## src/rtl/nic_regbank_pkg.sv

```systemverilog
// Shared constants and types for the MAC control register bank.
// Field positions here are also used by the serial EEPROM responder.
package nic_regbank_pkg;

    localparam int DATA_W = 32;

    // Control register fields
    localparam int CTL_FDX_BIT  = 0;
    localparam int CTL_LRST_BIT = 3;
    localparam int CTL_SPD_LSB  = 8;
    localparam int CTL_SPD_W    = 2;
    localparam int CTL_FSPD_BIT = 11;

    // EEPROM control register fields
    localparam int EEC_CLK_BIT  = 0;
    localparam int EEC_CS_BIT   = 1;
    localparam int EEC_DIN_BIT  = 2;
    localparam int EEC_DOUT_BIT = 3;
    localparam int EEC_WEN_LSB  = 4;
    localparam int EEC_WEN_W    = 2;
    localparam int EEC_REQ_BIT  = 6;
    localparam int EEC_GNT_BIT  = 7;
    localparam int EEC_TYPE_BIT = 13;

    // Buffer allocation
    localparam int PBA_FLD_W  = 16;
    localparam int PBA_TOTAL  = 64;
    localparam int PBA_RX_RST = 'h30;

    // Plain storage registers, by index
    localparam int NUM_PLAIN  = 8;
    localparam int PLAIN_IW   = $clog2(NUM_PLAIN);
    localparam int PL_CTRL    = 0;
    localparam int PL_STATUS  = 1;
    localparam int PL_EERD    = 2;
    localparam int PL_ICR     = 3;
    localparam int PL_IMC     = 4;
    localparam int PL_RCTL    = 5;
    localparam int PL_TCTL    = 6;
    localparam int PL_MANC    = 7;

    typedef enum logic [2:0] {
        HIT_PLAIN,
        HIT_EECD,
        HIT_PBA,
        HIT_NULL,
        HIT_TABLE,
        HIT_MISS
    } hit_kind_e;

    typedef struct packed {
        hit_kind_e             kind;
        logic [PLAIN_IW-1:0]   idx;
    } decode_t;

    // Reset word of the control register built from its field constants.
    function automatic logic [DATA_W-1:0] ctrl_reset_word();
        logic [DATA_W-1:0] v;
        v = '0;
        v[CTL_FDX_BIT]                  = 1'b1;
        v[CTL_LRST_BIT]                 = 1'b1;
        v[CTL_SPD_LSB +: CTL_SPD_W]     = 2'd2;
        v[CTL_FSPD_BIT]                 = 1'b1;
        return v;
    endfunction

    // Reset word of the EEPROM control register.
    function automatic logic [DATA_W-1:0] eecd_reset_word();
        logic [DATA_W-1:0] v;
        v = '0;
        v[EEC_WEN_LSB +: EEC_WEN_W] = 2'd1;
        v[EEC_TYPE_BIT]             = 1'b1;
        return v;
    endfunction

    // Packed reset vector for all plain registers; index 0 in the low word.
    function automatic logic [NUM_PLAIN*DATA_W-1:0] plain_reset_vec();
        logic [NUM_PLAIN*DATA_W-1:0] v;
        v = '0;
        v[PL_CTRL*DATA_W +: DATA_W] = ctrl_reset_word();
        return v;
    endfunction

endpackage

```

## src/rtl/nic_addr_decode.sv

```systemverilog
// Address decoder for the register bank.
// Maps a byte address to a register class and plain-register index.
// Assumes all offsets are word aligned and that table ranges do not overlap registers.
module nic_addr_decode
    import nic_regbank_pkg::*;
#(
    parameter int          ADDR_W     = 17,
    parameter int unsigned OFS_CTRL   = 'h0000,
    parameter int unsigned OFS_STATUS = 'h0008,
    parameter int unsigned OFS_EECD   = 'h0010,
    parameter int unsigned OFS_EERD   = 'h0014,
    parameter int unsigned OFS_ICR    = 'h00C0,
    parameter int unsigned OFS_IMC    = 'h00D8,
    parameter int unsigned OFS_RCTL   = 'h0100,
    parameter int unsigned OFS_TCTL   = 'h0400,
    parameter int unsigned OFS_PBA    = 'h1000,
    parameter int unsigned OFS_LED    = 'h0E00,
    parameter int unsigned OFS_WUC    = 'h5800,
    parameter int unsigned OFS_MANC   = 'h5820,
    parameter int unsigned MCT_BASE   = 'h5200,
    parameter int unsigned MCT_WORDS  = 128,
    parameter int unsigned RXA_BASE   = 'h5400,
    parameter int unsigned RXA_WORDS  = 32,
    parameter int unsigned VLF_BASE   = 'h5600,
    parameter int unsigned VLF_WORDS  = 128
) (
    input  logic [ADDR_W-1:0] addr,
    output decode_t           dec
);

    localparam int unsigned MCT_END = MCT_BASE + 4 * MCT_WORDS;
    localparam int unsigned RXA_END = RXA_BASE + 4 * RXA_WORDS;
    localparam int unsigned VLF_END = VLF_BASE + 4 * VLF_WORDS;

    logic [31:0] a32;
    logic        in_table;

    // Widen the address once for all comparisons.
    always_comb a32 = 32'(addr);

    // Flag addresses that fall in any of the externally held tables.
    always_comb begin
        in_table = ((a32 >= MCT_BASE) && (a32 < MCT_END)) ||
                   ((a32 >= RXA_BASE) && (a32 < RXA_END)) ||
                   ((a32 >= VLF_BASE) && (a32 < VLF_END));
    end

    // Classify the address.
    always_comb begin
        dec.kind = HIT_MISS;
        dec.idx  = '0;
        if      (a32 == OFS_CTRL)   begin dec.kind = HIT_PLAIN; dec.idx = PLAIN_IW'(PL_CTRL);   end
        else if (a32 == OFS_STATUS) begin dec.kind = HIT_PLAIN; dec.idx = PLAIN_IW'(PL_STATUS); end
        else if (a32 == OFS_EERD)   begin dec.kind = HIT_PLAIN; dec.idx = PLAIN_IW'(PL_EERD);   end
        else if (a32 == OFS_ICR)    begin dec.kind = HIT_PLAIN; dec.idx = PLAIN_IW'(PL_ICR);    end
        else if (a32 == OFS_IMC)    begin dec.kind = HIT_PLAIN; dec.idx = PLAIN_IW'(PL_IMC);    end
        else if (a32 == OFS_RCTL)   begin dec.kind = HIT_PLAIN; dec.idx = PLAIN_IW'(PL_RCTL);   end
        else if (a32 == OFS_TCTL)   begin dec.kind = HIT_PLAIN; dec.idx = PLAIN_IW'(PL_TCTL);   end
        else if (a32 == OFS_MANC)   begin dec.kind = HIT_PLAIN; dec.idx = PLAIN_IW'(PL_MANC);   end
        else if (a32 == OFS_EECD)   dec.kind = HIT_EECD;
        else if (a32 == OFS_PBA)    dec.kind = HIT_PBA;
        else if ((a32 == OFS_WUC) || (a32 == OFS_LED)) dec.kind = HIT_NULL;
        else if (in_table)          dec.kind = HIT_TABLE;
    end

endmodule

```

## src/rtl/nic_plain_regs.sv

```systemverilog
// Bank of plain 32-bit storage registers with per-register reset values.
// Assumes at most one write enable is active per cycle.
module nic_plain_regs
    import nic_regbank_pkg::*;
#(
    parameter int                     NUM     = NUM_PLAIN,
    parameter logic [NUM*DATA_W-1:0]  RST_VEC = plain_reset_vec()
) (
    input  logic                          clk,
    input  logic                          rst_n,
    input  logic [NUM-1:0]                we,
    input  logic [DATA_W-1:0]             wdata,
    output logic [NUM-1:0][DATA_W-1:0]    q
);

    for (genvar g = 0; g < NUM; g++) begin : g_reg
        // Hold one register, loading its reset word or the write data.
        always_ff @(posedge clk) begin
            if (!rst_n)     q[g] <= RST_VEC[g*DATA_W +: DATA_W];
            else if (we[g]) q[g] <= wdata;
        end
    end

endmodule

```

## src/rtl/nic_eecd_reg.sv

```systemverilog
// EEPROM control register: grant follows request on every write,
// data-out is taken live from the responder on reads.
module nic_eecd_reg
    import nic_regbank_pkg::*;
(
    input  logic              clk,
    input  logic              rst_n,
    input  logic              we,
    input  logic [DATA_W-1:0] wdata,
    input  logic              dout_in,
    output logic [DATA_W-1:0] rd_val,
    output logic              clk_o,
    output logic              din_o,
    output logic              req_o,
    output logic              gnt_o
);

    logic [DATA_W-1:0] r;
    logic [DATA_W-1:0] next_w;

    // Form the stored word: grant copies request, data-out bit not stored.
    always_comb begin
        next_w               = wdata;
        next_w[EEC_GNT_BIT]  = wdata[EEC_REQ_BIT];
        next_w[EEC_DOUT_BIT] = 1'b0;
    end

    // Hold the register.
    always_ff @(posedge clk) begin
        if (!rst_n)  r <= eecd_reset_word();
        else if (we) r <= next_w;
    end

    // Read value with the live data-out bit inserted.
    always_comb begin
        rd_val               = r;
        rd_val[EEC_DOUT_BIT] = dout_in;
    end

    // Drive the serial interface fields.
    always_comb begin
        clk_o = r[EEC_CLK_BIT];
        din_o = r[EEC_DIN_BIT];
        req_o = r[EEC_REQ_BIT];
        gnt_o = r[EEC_GNT_BIT];
    end

endmodule

```

## src/rtl/nic_pba_reg.sv

```systemverilog
// Buffer allocation register: receive share written, transmit share derived.
module nic_pba_reg
    import nic_regbank_pkg::*;
(
    input  logic                  clk,
    input  logic                  rst_n,
    input  logic                  we,
    input  logic [PBA_FLD_W-1:0]  rx_in,
    output logic [DATA_W-1:0]     rd_val
);

    logic [PBA_FLD_W-1:0] rx_q;
    logic [PBA_FLD_W-1:0] tx_q;

    // Store the receive share and its complement within the buffer total.
    always_ff @(posedge clk) begin
        if (!rst_n) begin
            rx_q <= PBA_FLD_W'(PBA_RX_RST);
            tx_q <= PBA_FLD_W'(PBA_TOTAL - PBA_RX_RST);
        end else if (we) begin
            rx_q <= rx_in;
            tx_q <= PBA_FLD_W'(PBA_TOTAL) - rx_in;
        end
    end

    // Pack both shares into the read word.
    always_comb rd_val = DATA_W'({tx_q, rx_q});

endmodule

```

## src/rtl/nic_regbank.sv

```systemverilog
// Top of the MAC control register bank.
// Accepts one request per cycle and answers it one cycle later; only
// 32-bit accesses are legal. Assumes requests are never stalled.
module nic_regbank
    import nic_regbank_pkg::*;
#(
    parameter int          ADDR_W     = 17,
    parameter int unsigned OFS_CTRL   = 'h0000,
    parameter int unsigned OFS_STATUS = 'h0008,
    parameter int unsigned OFS_EECD   = 'h0010,
    parameter int unsigned OFS_EERD   = 'h0014,
    parameter int unsigned OFS_ICR    = 'h00C0,
    parameter int unsigned OFS_IMC    = 'h00D8,
    parameter int unsigned OFS_RCTL   = 'h0100,
    parameter int unsigned OFS_TCTL   = 'h0400,
    parameter int unsigned OFS_PBA    = 'h1000,
    parameter int unsigned OFS_LED    = 'h0E00,
    parameter int unsigned OFS_WUC    = 'h5800,
    parameter int unsigned OFS_MANC   = 'h5820,
    parameter int unsigned MCT_BASE   = 'h5200,
    parameter int unsigned MCT_WORDS  = 128,
    parameter int unsigned RXA_BASE   = 'h5400,
    parameter int unsigned RXA_WORDS  = 32,
    parameter int unsigned VLF_BASE   = 'h5600,
    parameter int unsigned VLF_WORDS  = 128
) (
    input  logic              clk,
    input  logic              rst_n,
    input  logic              req_valid,
    input  logic              req_write,
    input  logic [ADDR_W-1:0] req_addr,
    input  logic [2:0]        req_bytes,
    input  logic [31:0]       req_wdata,
    output logic              rsp_valid,
    output logic [31:0]       rsp_rdata,
    output logic              rsp_err,
    output logic              err_sticky,
    output logic              ee_clk,
    output logic              ee_din,
    input  logic              ee_dout,
    output logic              ee_req,
    output logic              ee_gnt
);

    localparam logic [2:0] WORD_BYTES = 3'd4;

    decode_t                           dec;
    logic                              size_ok;
    logic                              acc_err;
    logic                              wr_ok;
    logic [NUM_PLAIN-1:0]              plain_we;
    logic [NUM_PLAIN-1:0][DATA_W-1:0]  plain_q;
    logic [DATA_W-1:0]                 eecd_val;
    logic [DATA_W-1:0]                 pba_val;
    logic [DATA_W-1:0]                 rd_mux;

    nic_addr_decode #(
        .ADDR_W(ADDR_W), .OFS_CTRL(OFS_CTRL), .OFS_STATUS(OFS_STATUS),
        .OFS_EECD(OFS_EECD), .OFS_EERD(OFS_EERD), .OFS_ICR(OFS_ICR),
        .OFS_IMC(OFS_IMC), .OFS_RCTL(OFS_RCTL), .OFS_TCTL(OFS_TCTL),
        .OFS_PBA(OFS_PBA), .OFS_LED(OFS_LED), .OFS_WUC(OFS_WUC),
        .OFS_MANC(OFS_MANC), .MCT_BASE(MCT_BASE), .MCT_WORDS(MCT_WORDS),
        .RXA_BASE(RXA_BASE), .RXA_WORDS(RXA_WORDS),
        .VLF_BASE(VLF_BASE), .VLF_WORDS(VLF_WORDS)
    ) u_dec (
        .addr (req_addr),
        .dec  (dec)
    );

    // Qualify the request: size check, error and write permission.
    always_comb begin
        size_ok = (req_bytes == WORD_BYTES);
        acc_err = req_valid && (!size_ok || (dec.kind == HIT_MISS));
        wr_ok   = req_valid && req_write && !acc_err;
    end

    // One write enable per plain register.
    always_comb begin
        for (int i = 0; i < NUM_PLAIN; i++) begin
            plain_we[i] = wr_ok && (dec.kind == HIT_PLAIN) &&
                          (dec.idx == PLAIN_IW'(i));
        end
    end

    nic_plain_regs #(
        .NUM     (NUM_PLAIN),
        .RST_VEC (plain_reset_vec())
    ) u_plain (
        .clk   (clk),
        .rst_n (rst_n),
        .we    (plain_we),
        .wdata (req_wdata),
        .q     (plain_q)
    );

    nic_eecd_reg u_eecd (
        .clk     (clk),
        .rst_n   (rst_n),
        .we      (wr_ok && (dec.kind == HIT_EECD)),
        .wdata   (req_wdata),
        .dout_in (ee_dout),
        .rd_val  (eecd_val),
        .clk_o   (ee_clk),
        .din_o   (ee_din),
        .req_o   (ee_req),
        .gnt_o   (ee_gnt)
    );

    nic_pba_reg u_pba (
        .clk    (clk),
        .rst_n  (rst_n),
        .we     (wr_ok && (dec.kind == HIT_PBA)),
        .rx_in  (req_wdata[PBA_FLD_W-1:0]),
        .rd_val (pba_val)
    );

    // Select read data; writes and errors return zero.
    always_comb begin
        rd_mux = '0;
        if (!req_write && !acc_err) begin
            unique case (dec.kind)
                HIT_PLAIN: rd_mux = plain_q[dec.idx];
                HIT_EECD:  rd_mux = eecd_val;
                HIT_PBA:   rd_mux = pba_val;
                default:   rd_mux = '0;
            endcase
        end
    end

    // Register the response one cycle after the request.
    always_ff @(posedge clk) begin
        if (!rst_n) begin
            rsp_valid <= 1'b0;
            rsp_rdata <= '0;
            rsp_err   <= 1'b0;
        end else begin
            rsp_valid <= req_valid;
            rsp_rdata <= req_valid ? rd_mux : '0;
            rsp_err   <= acc_err;
        end
    end

    // Latch any error until reset.
    always_ff @(posedge clk) begin
        if (!rst_n)       err_sticky <= 1'b0;
        else if (acc_err) err_sticky <= 1'b1;
    end

endmodule

```

## config.mk

```make
export PLATFORM = sky130hd
export DESIGN_NAME = nic_regbank
export DESIGN_NICKNAME = d
export VERILOG_FILES = /design/src/rtl/nic_regbank_pkg.sv /design/src/rtl/nic_addr_decode.sv /design/src/rtl/nic_plain_regs.sv /design/src/rtl/nic_eecd_reg.sv /design/src/rtl/nic_pba_reg.sv /design/src/rtl/nic_regbank.sv
export SDC_FILE = /design/constraint.sdc
export NUM_CORES = 1
export LEC_CHECK = 0
export BUFFER_PORTS_ARGS = -buffer_cell sky130_fd_sc_hd__buf_4
export CAP_MARGIN = 10
export CORE_ASPECT_RATIO = 0.8
export CORE_MARGIN = 4
export CORE_UTILIZATION = 45
export CTS_BUF_LIST = sky130_fd_sc_hd__clkbuf_4
export CTS_CLUSTER_DIAMETER = 40
export DETAILED_ROUTE_END_ITERATION = 6
export GPL_TIMING_DRIVEN = 0
export PLACE_DENSITY_LB_ADDON = 0.05
export SLEW_MARGIN = 15
export SYNTH_ARGS = -nofsm -noshare
export SYNTH_HDL_FRONTEND = slang
export SYNTH_SLANG_ARGS = --single-unit
export TNS_END_PERCENT = 1
```

## constraint.sdc

```tcl
create_clock -name clk -period 7.6 [get_ports clk]
set_input_delay 1.52 -clock clk [delete_from_list [all_inputs] [get_ports clk]]
set_output_delay 1.52 -clock clk [all_outputs]
set_load 0.03 [all_outputs]
```

Yosys cells after proc, flatten, opt, wreduce, memory -nomap -nowiden
Cells that the tools add are included.
{ "word_totals": {"romBits": 0, "regBits": 354, "latch_bits": 0, "mem_count": 0, "mem_bits_rw": 0, "wordCells": 90} }
{ "op_classes": {"n_mul": 0, "div_mod_pow": 0, "shifts": 0, "eq_ne": 22, "n_addsub": 1, "muxes": 16, "n_lt_le_gt_ge": 7, "bitwise_logic": 0, "reduce_logical": 29} }
{ "ops": {"columns": ["op", "count"], "rows": [
  ["32-bit binary-select mux with 3-bit select", 1],
  ["32-bit one-hot mux with 3 select lines", 1],
  ["17-bit by 15-bit greater-or-equal comparator with 1-bit output (second input constant)", 3],
  ["17-bit by 15-bit < comparator with 1-bit output (second input constant)", 3],
  ["6-bit 2-to-1 mux", 7],
  ["17-bit by 15-bit equality test with 1-bit output (second input constant)", 2],
  ["17-bit by 5-bit equality test with 1-bit output (second input constant)", 2],
  ["17-bit by 8-bit equality test with 1-bit output (second input constant)", 2],
  ["32-bit logical NOT", 1],
  ["32-bit 2-to-1 mux", 1],
  ["3-bit equality test (second input constant)", 6],
  ["1-bit logical AND", 18],
  ["17-bit by 11-bit equality test with 1-bit output (second input constant)", 1],
  ["17-bit by 12-bit equality test with 1-bit output (second input constant)", 1],
  ["17-bit by 13-bit equality test with 1-bit output (second input constant)", 1],
  ["17-bit by 4-bit equality test with 1-bit output (second input constant)", 1],
  ["17-bit by 9-bit equality test with 1-bit output (second input constant)", 1],
  ["7-bit by 16-bit subtractor with 16-bit output (first input constant)", 1],
  ["3-bit 2-to-1 mux", 5],
  ["3-bit by 2-bit equality test with 1-bit output (second input constant)", 3],
  ["3-bit by 1-bit equality test with 1-bit output (second input constant)", 2],
  ["3-bit logical NOT", 2],
  ["1-bit logical OR", 4],
  ["3-bit by 4-bit < comparator with 1-bit output (second input constant)", 1],
  ["other kinds (3)", 5]
]} }

Depth between registers and ports, before layout
{ "logic_depth": {"depth_word": 23, "mapped_depth": 11, "depth_no_buf": 8} }

By module
Synthesis repeated with hierarchy kept, for this count alone.
{ "hier_totals": {"cells_unflattened": 1614, "hier_area_um2": 16724.8} }
{ "by_module_without_submodules": {"columns": ["module", "cells_per_inst", "n_inst", "seq_area_each_um2", "area_each_um2"], "rows": [
  ["nic_plain_regs", 860, 1, 5124.9, 10055.9],
  ["nic_regbank", 438, 1, 700.7, 3629.7],
  ["nic_pba_reg", 153, 1, 620.6, 1481.4],
  ["nic_eecd_reg", 103, 1, 600.6, 1211.2],
  ["nic_addr_decode", 60, 1, 0.0, 346.6]
]} }

Worst setup path after synthesis
Ideal clock, no wire load.
{ "synth_path": {"kind": "input port to flip-flop", "from": "in req_addr[9]", "to": "reg rsp_rdata[10]", "path_buffers": 2, "path_stages": 9, "arrival_time_ps": 3549, "path_slack_ps": 3917, "path_cell_list": "clkbuf_1 nor3_1 nand3_1 o22ai_2 nor2_1 clkbuf_1 mux2_2 a221oi_1 o22ai_1"} }
{ "synth_via": {"elab_chain_len": 22} }
{ "synth_lines": {"columns": ["item", "line_no", "source"], "rows": [
  ["start, declared", "nic_regbank.sv:31", "input logic [ADDR_W-1:0] req_addr,"],
  ["17-bit by 15-bit greater-or-equal comparator with 1-bit output, or another cell as far along", "nic_addr_decode.sv:43", "in_table = ((a32 >= MCT_BASE) && (a32 < MCT_END)) ||"],
  ["1-bit logical AND, on equally long branches", "nic_addr_decode.sv:43, nic_addr_decode.sv:44", null],
  ["1-bit logical OR", "nic_addr_decode.sv:43", null],
  ["1-bit logical OR", "nic_addr_decode.sv:44", "((a32 >= RXA_BASE) && (a32 < RXA_END)) ||"],
  ["1-bit 2-to-1 mux", "nic_addr_decode.sv:63", "else if (in_table) dec.kind = HIT_TABLE;"],
  ["3-bit 2-to-1 mux", "nic_addr_decode.sv:62", "else if ((a32 == OFS_WUC) || (a32 == OFS_LED)) dec.kind = HIT_NULL;"],
  ["3-bit 2-to-1 mux", "nic_addr_decode.sv:61", "else if (a32 == OFS_PBA) dec.kind = HIT_PBA;"],
  ["3-bit 2-to-1 mux", "nic_addr_decode.sv:60", "else if (a32 == OFS_EECD) dec.kind = HIT_EECD;"],
  ["[6 not listed]", null, null],
  ["6-bit 2-to-1 mux", "nic_addr_decode.sv:53", "else if (a32 == OFS_STATUS) begin dec.kind = HIT_PLAIN; dec.idx = PLAIN_IW'(PL_STATUS); end"],
  ["6-bit 2-to-1 mux *", "nic_addr_decode.sv:52", "if (a32 == OFS_CTRL) begin dec.kind = HIT_PLAIN; dec.idx = PLAIN_IW'(PL_CTRL); end"],
  ["3-bit equality test", "nic_regbank.sv:73", "acc_err = req_valid && (!size_ok || (dec.kind == HIT_MISS));"],
  ["1-bit logical OR", "nic_regbank.sv:73", null],
  ["1-bit logical AND", "nic_regbank.sv:73", null],
  ["1-bit logical NOT", "nic_regbank.sv:120", "if (!req_write && !acc_err) begin"],
  ["1-bit logical AND", "nic_regbank.sv:120", null],
  ["3-bit AND reduction (no line)", null, null],
  ["end signal, assigned", "nic_regbank.sv:138", "rsp_rdata <= req_valid ? rd_mux : '0;"],
  ["end, declared", "nic_regbank.sv:35", "output logic [31:0] rsp_rdata,"]
]} }
Every way passes the cells marked *; elsewhere a longest branch is shown, timed or not. The select of a mux whose other input is x is not followed.
A chain may end at the register's enable or synchronous reset.

Worst setup path after layout
{ "layout_path": {"from": "in req_addr[13]", "to": "reg rsp_rdata[16]"} }
The elaborated chain is that of the path after synthesis.

==> results.md <==
* Syn Std Cell Area at 16000 um^2
* Clk pwr share at 45.3%
* Share of cells above drive strength 1 at 16.1%
* Crit-path slowest cell: nor2_1
* Number of non-filler instances in the completed layout at 2643
* Area grow syn2layout at 14.6%
* Flop pwr share at 50.6%
* Drt via density at 5.62
* GRT Residual Overflow at 0
* Met2 wire len at between 20000 and 30000 um
* Synth cell count leaders: 672 x nand2_1, 352 x dfxtp_1, 197 x a21boi_0, 132 x clkbuf_1, 107 x a21boi_1
* Final period util at between 50 and 60%
* Pin count of the biggest net entering global routing at 13
* Placer Congestion at approximately 0.94
* Vias in the first global route at around 14000
* Initial Utilization at 45.7%
* Top cell type's share of synthesized area at 44.2%
* Endpoints failing setup at 0
* Post-layout nets at 2165
* FF+latch count, synth at 352
* Run status: completed
* CP endpoint kind: flip-flop
* Hold Path Cell Cnt at 2
* Critical path type: input port to flip-flop
* R2R cell count at 3
* Clock sinks at roughly 350
* Routed Wire Length at 58800 um
* Worst skew pair latency at 0.80 ns
* First-pass GRT wire length at a little under 90000 um
* Tmin final at a little under 4 ns
* Inst Count DP at 2486
* Sequential fraction of the synthesis area at between 40 and 50%
* CP dominant cell by count: nand2_1
* Via count at about 15000
* Final Max Slew Viols at 0
* Top layer in use: met4
* Max Freq at 254 MHz
* Cts repair resizes at 0
* Post-DP HPWL at just over 40000 um
* Iteration-0 DRC Markers at 1417
* Worst Max-Slew Pin Slew at 1.31 ns
* Yosys top cell by area: dfxtp_1
* CP startpoint kind: input port
* Number of synthesized flops with an enable pin at 0
* # port buffers at just under 80
* Most frequent cell after synthesis: nand2_1
* P per Cell Area at between 150 and 200 nW/um^2
* Clock buffer depth at 3
* Post-synthesis async set-or-reset flop share at 0%
* Htree depth at 3
* Setup_tns at 0 ns
* Metal-1 WL at 25700 um
* MaxCap Viol Count at 0
* Cts hold-fix bufs at 0
* Setup bufs post-CTS at 0
* CTS tree: done
* P_leak at 0.00641 uW
* TritonCTS Buffers at 91
* DRT Pass-1 Iters at 5
* Boundary pin count at 96
* Die Height at 176 um
* Net Sw Frac at 24.9%
* Core area at 34900 um^2
* Met3 wire len at 5710 um
* GRT Total Usage at 30.1%
* Horiz. Die Dim at roughly 220 um
* Hold slack at 0.447 ns
* Die Area at between 30000 and 40000 um^2
* Initial antenna violation count at 2
* Worst Hold Class: flip-flop to flip-flop
* Internal power at around 2700 uW
* Top cells by area, synth: dfxtp_1 44%, nand2_1 16%, a21boi_0 9.3%
* Final Hold Viols at 0
* Comb power frac at 4.2%
* Synthesized Nets at about 2000
* Syn Inst Count at just under 2000
* CP max stage delay at ~0.87 ns
* P_sw at 908 uW
* Avg Inst Size Synth at 8.24 um^2
* Ys Warns at 0
* CTS root buf: clkbuf_4
* Rows at 61
* Predominant post-synthesis flop cell: dfxtp_1
* DRC violations left at 0
* Clk slew on worst S/H paths at 0.06 ns
* Worst VDD drop at 131 uV
* Unrepaired setup endpoints after global routing: false
* Clock Skews at between 0.03 and 0.04 ns
* Post-route ant nets at 0
* Normalized max-slew margin at 12.0%
* Critical path, cell by cell: buf_4, nor4_2, nand3_1, nor2_1, nor3_1, nand2_1, nand2_1, clkbuf_1, o221ai_1
* Worst EP required at 8.25 ns
* Worst path arrival time at 4.59 ns
* Critical path peak fanout at 10
* Drt wl/cell at 22.2 um
* Netlist cell types at 51
==> power groups by stage <==
| stage | clock network [uW] | logic (uW) | registers [uW] |
|---|---|---|---|
| finish | 1650 | 152 | 1850 |
| global route | 1770 | 158 | 1840 |
| CTS | 1680 | 149 | 1850 |
| detailed placement | 0 | 149 | 1890 |
| global placement | 0 | 148 | 1890 |
| floorplan | 0 | 70.5 | 1890 |
==> path summary, 6_finish.rpt <==
path	start	endpoint	slack, ns
setup / recovery	req_addr[13]	rsp_rdata[16]$_SDFF_PN0_	3.67
hold / removal	u_plain.q[110]$_SDFFE_PN0P_	u_plain.q[110]$_SDFFE_PN0P_	0.45
setup reg to reg	u_plain.q[213]$_SDFFE_PN0P_	rsp_rdata[21]$_SDFF_PN0_	6.28
hold reg to reg	u_plain.q[110]$_SDFFE_PN0P_	u_plain.q[110]$_SDFFE_PN0P_	0.45
==> routing by layer <==
layer,vias to the layer above,track usage [%]
met2,725,45.6
met4,0,11.3
met5,-,0
met1,7033,42.1
met3,143,6.78
li1,6942,-
==> cell type report <==
type	instances	area [um^2]
fill	3434	16600
clock inverter	20	108
sequential	352	7050
timing repair buffer	79	593
tap	472	591
inverter	4	15.0
clock buffer	136	1020
antenna	1	2.50
multi-input combinational	1397	8140
buffer	182	759
==> cells by family (layout without fill, tap and decap cells) <==
logic type      after synthesis  in the layout  share of synthesized area, %
fa+ha+maj                     1              1                        0.0784
other cells                   0              1                             0
simple gates                771            771                          19.8
flops                       352            352                          44.2
mux                         128            128                          8.53
compound gates              484            484                          21.8
buf+inv                     186            421                          4.86
xor+xnor                     13             13                         0.714
==> layout by cell type, fill, tap and decap left out, types with 3 or more instances in the layout <==
cell / Yosys / routed
nand2_1: 672 / 672
dfxtp_1: 352 / 352
a21boi_0: 197 / 197
clkbuf_4: 0 / 136
clkbuf_1: 132 / 132
a21boi_1: 107 / 107
buf_4: 4 / 83
mux2_2: 64 / 64
mux2i_1: 64 / 64
a21oi_1: 59 / 59
buf_2: 43 / 43
a22oi_1: 33 / 33
a221oi_1: 27 / 27
o22ai_1: 27 / 27
nor2_1: 19 / 19
o21ai_0: 14 / 14
clkinv_1: 0 / 13
nor3_1: 14 / 12
nand3_1: 12 / 12
xor2_1: 9 / 9
and2_1: 8 / 8
nor3_2: 5 / 7
o211ai_1: 6 / 6
or3_1: 5 / 5
o221ai_1: 5 / 5
inv_1: 4 / 4
and3_1: 4 / 4
nand4_1: 4 / 4
xnor2_1: 4 / 4
or4_1: 4 / 4
nor3b_1: 3 / 3
nand4b_1: 3 / 3
nand3b_1: 3 / 3
inv_2: 0 / 3
==> sequential cells by signal (all words and copies together), names as in the netlist <==
| name | cells |
|---|---|
| u_pba.tx_q | 16 |
| u_eecd.r | 30 |
| rsp_valid | 1 |
| u_plain.q | 256 |
| err_sticky | 1 |
| u_pba.rx_q | 15 |
| rsp_rdata | 32 |
| rsp_err | 1 |
==> through the flow <==
stage	util, %	power (uW)	setup WS (ns)	instance area [um^2]
5_1_grt	52.4	3770	3.50	18300
4_1_cts	52.4	3670	3.75	18300
3_3_place_gp	49.1	2040	2.70	17100
3_5_place_dp	49.2	2040	2.91	17100
6_report	52.4	3650	3.67	18300
2_1_floorplan	-	1960	3.92	16000
==> critical path: cells and delay by family <==
family | cells | cell delay, ns
buffers and inverters | 2 | 0.54
and+or+nand+nor | 6 | 2.12
AOI/OAI and AO/OA | 1 | 0.40
(Power assumes the default switching activity.)
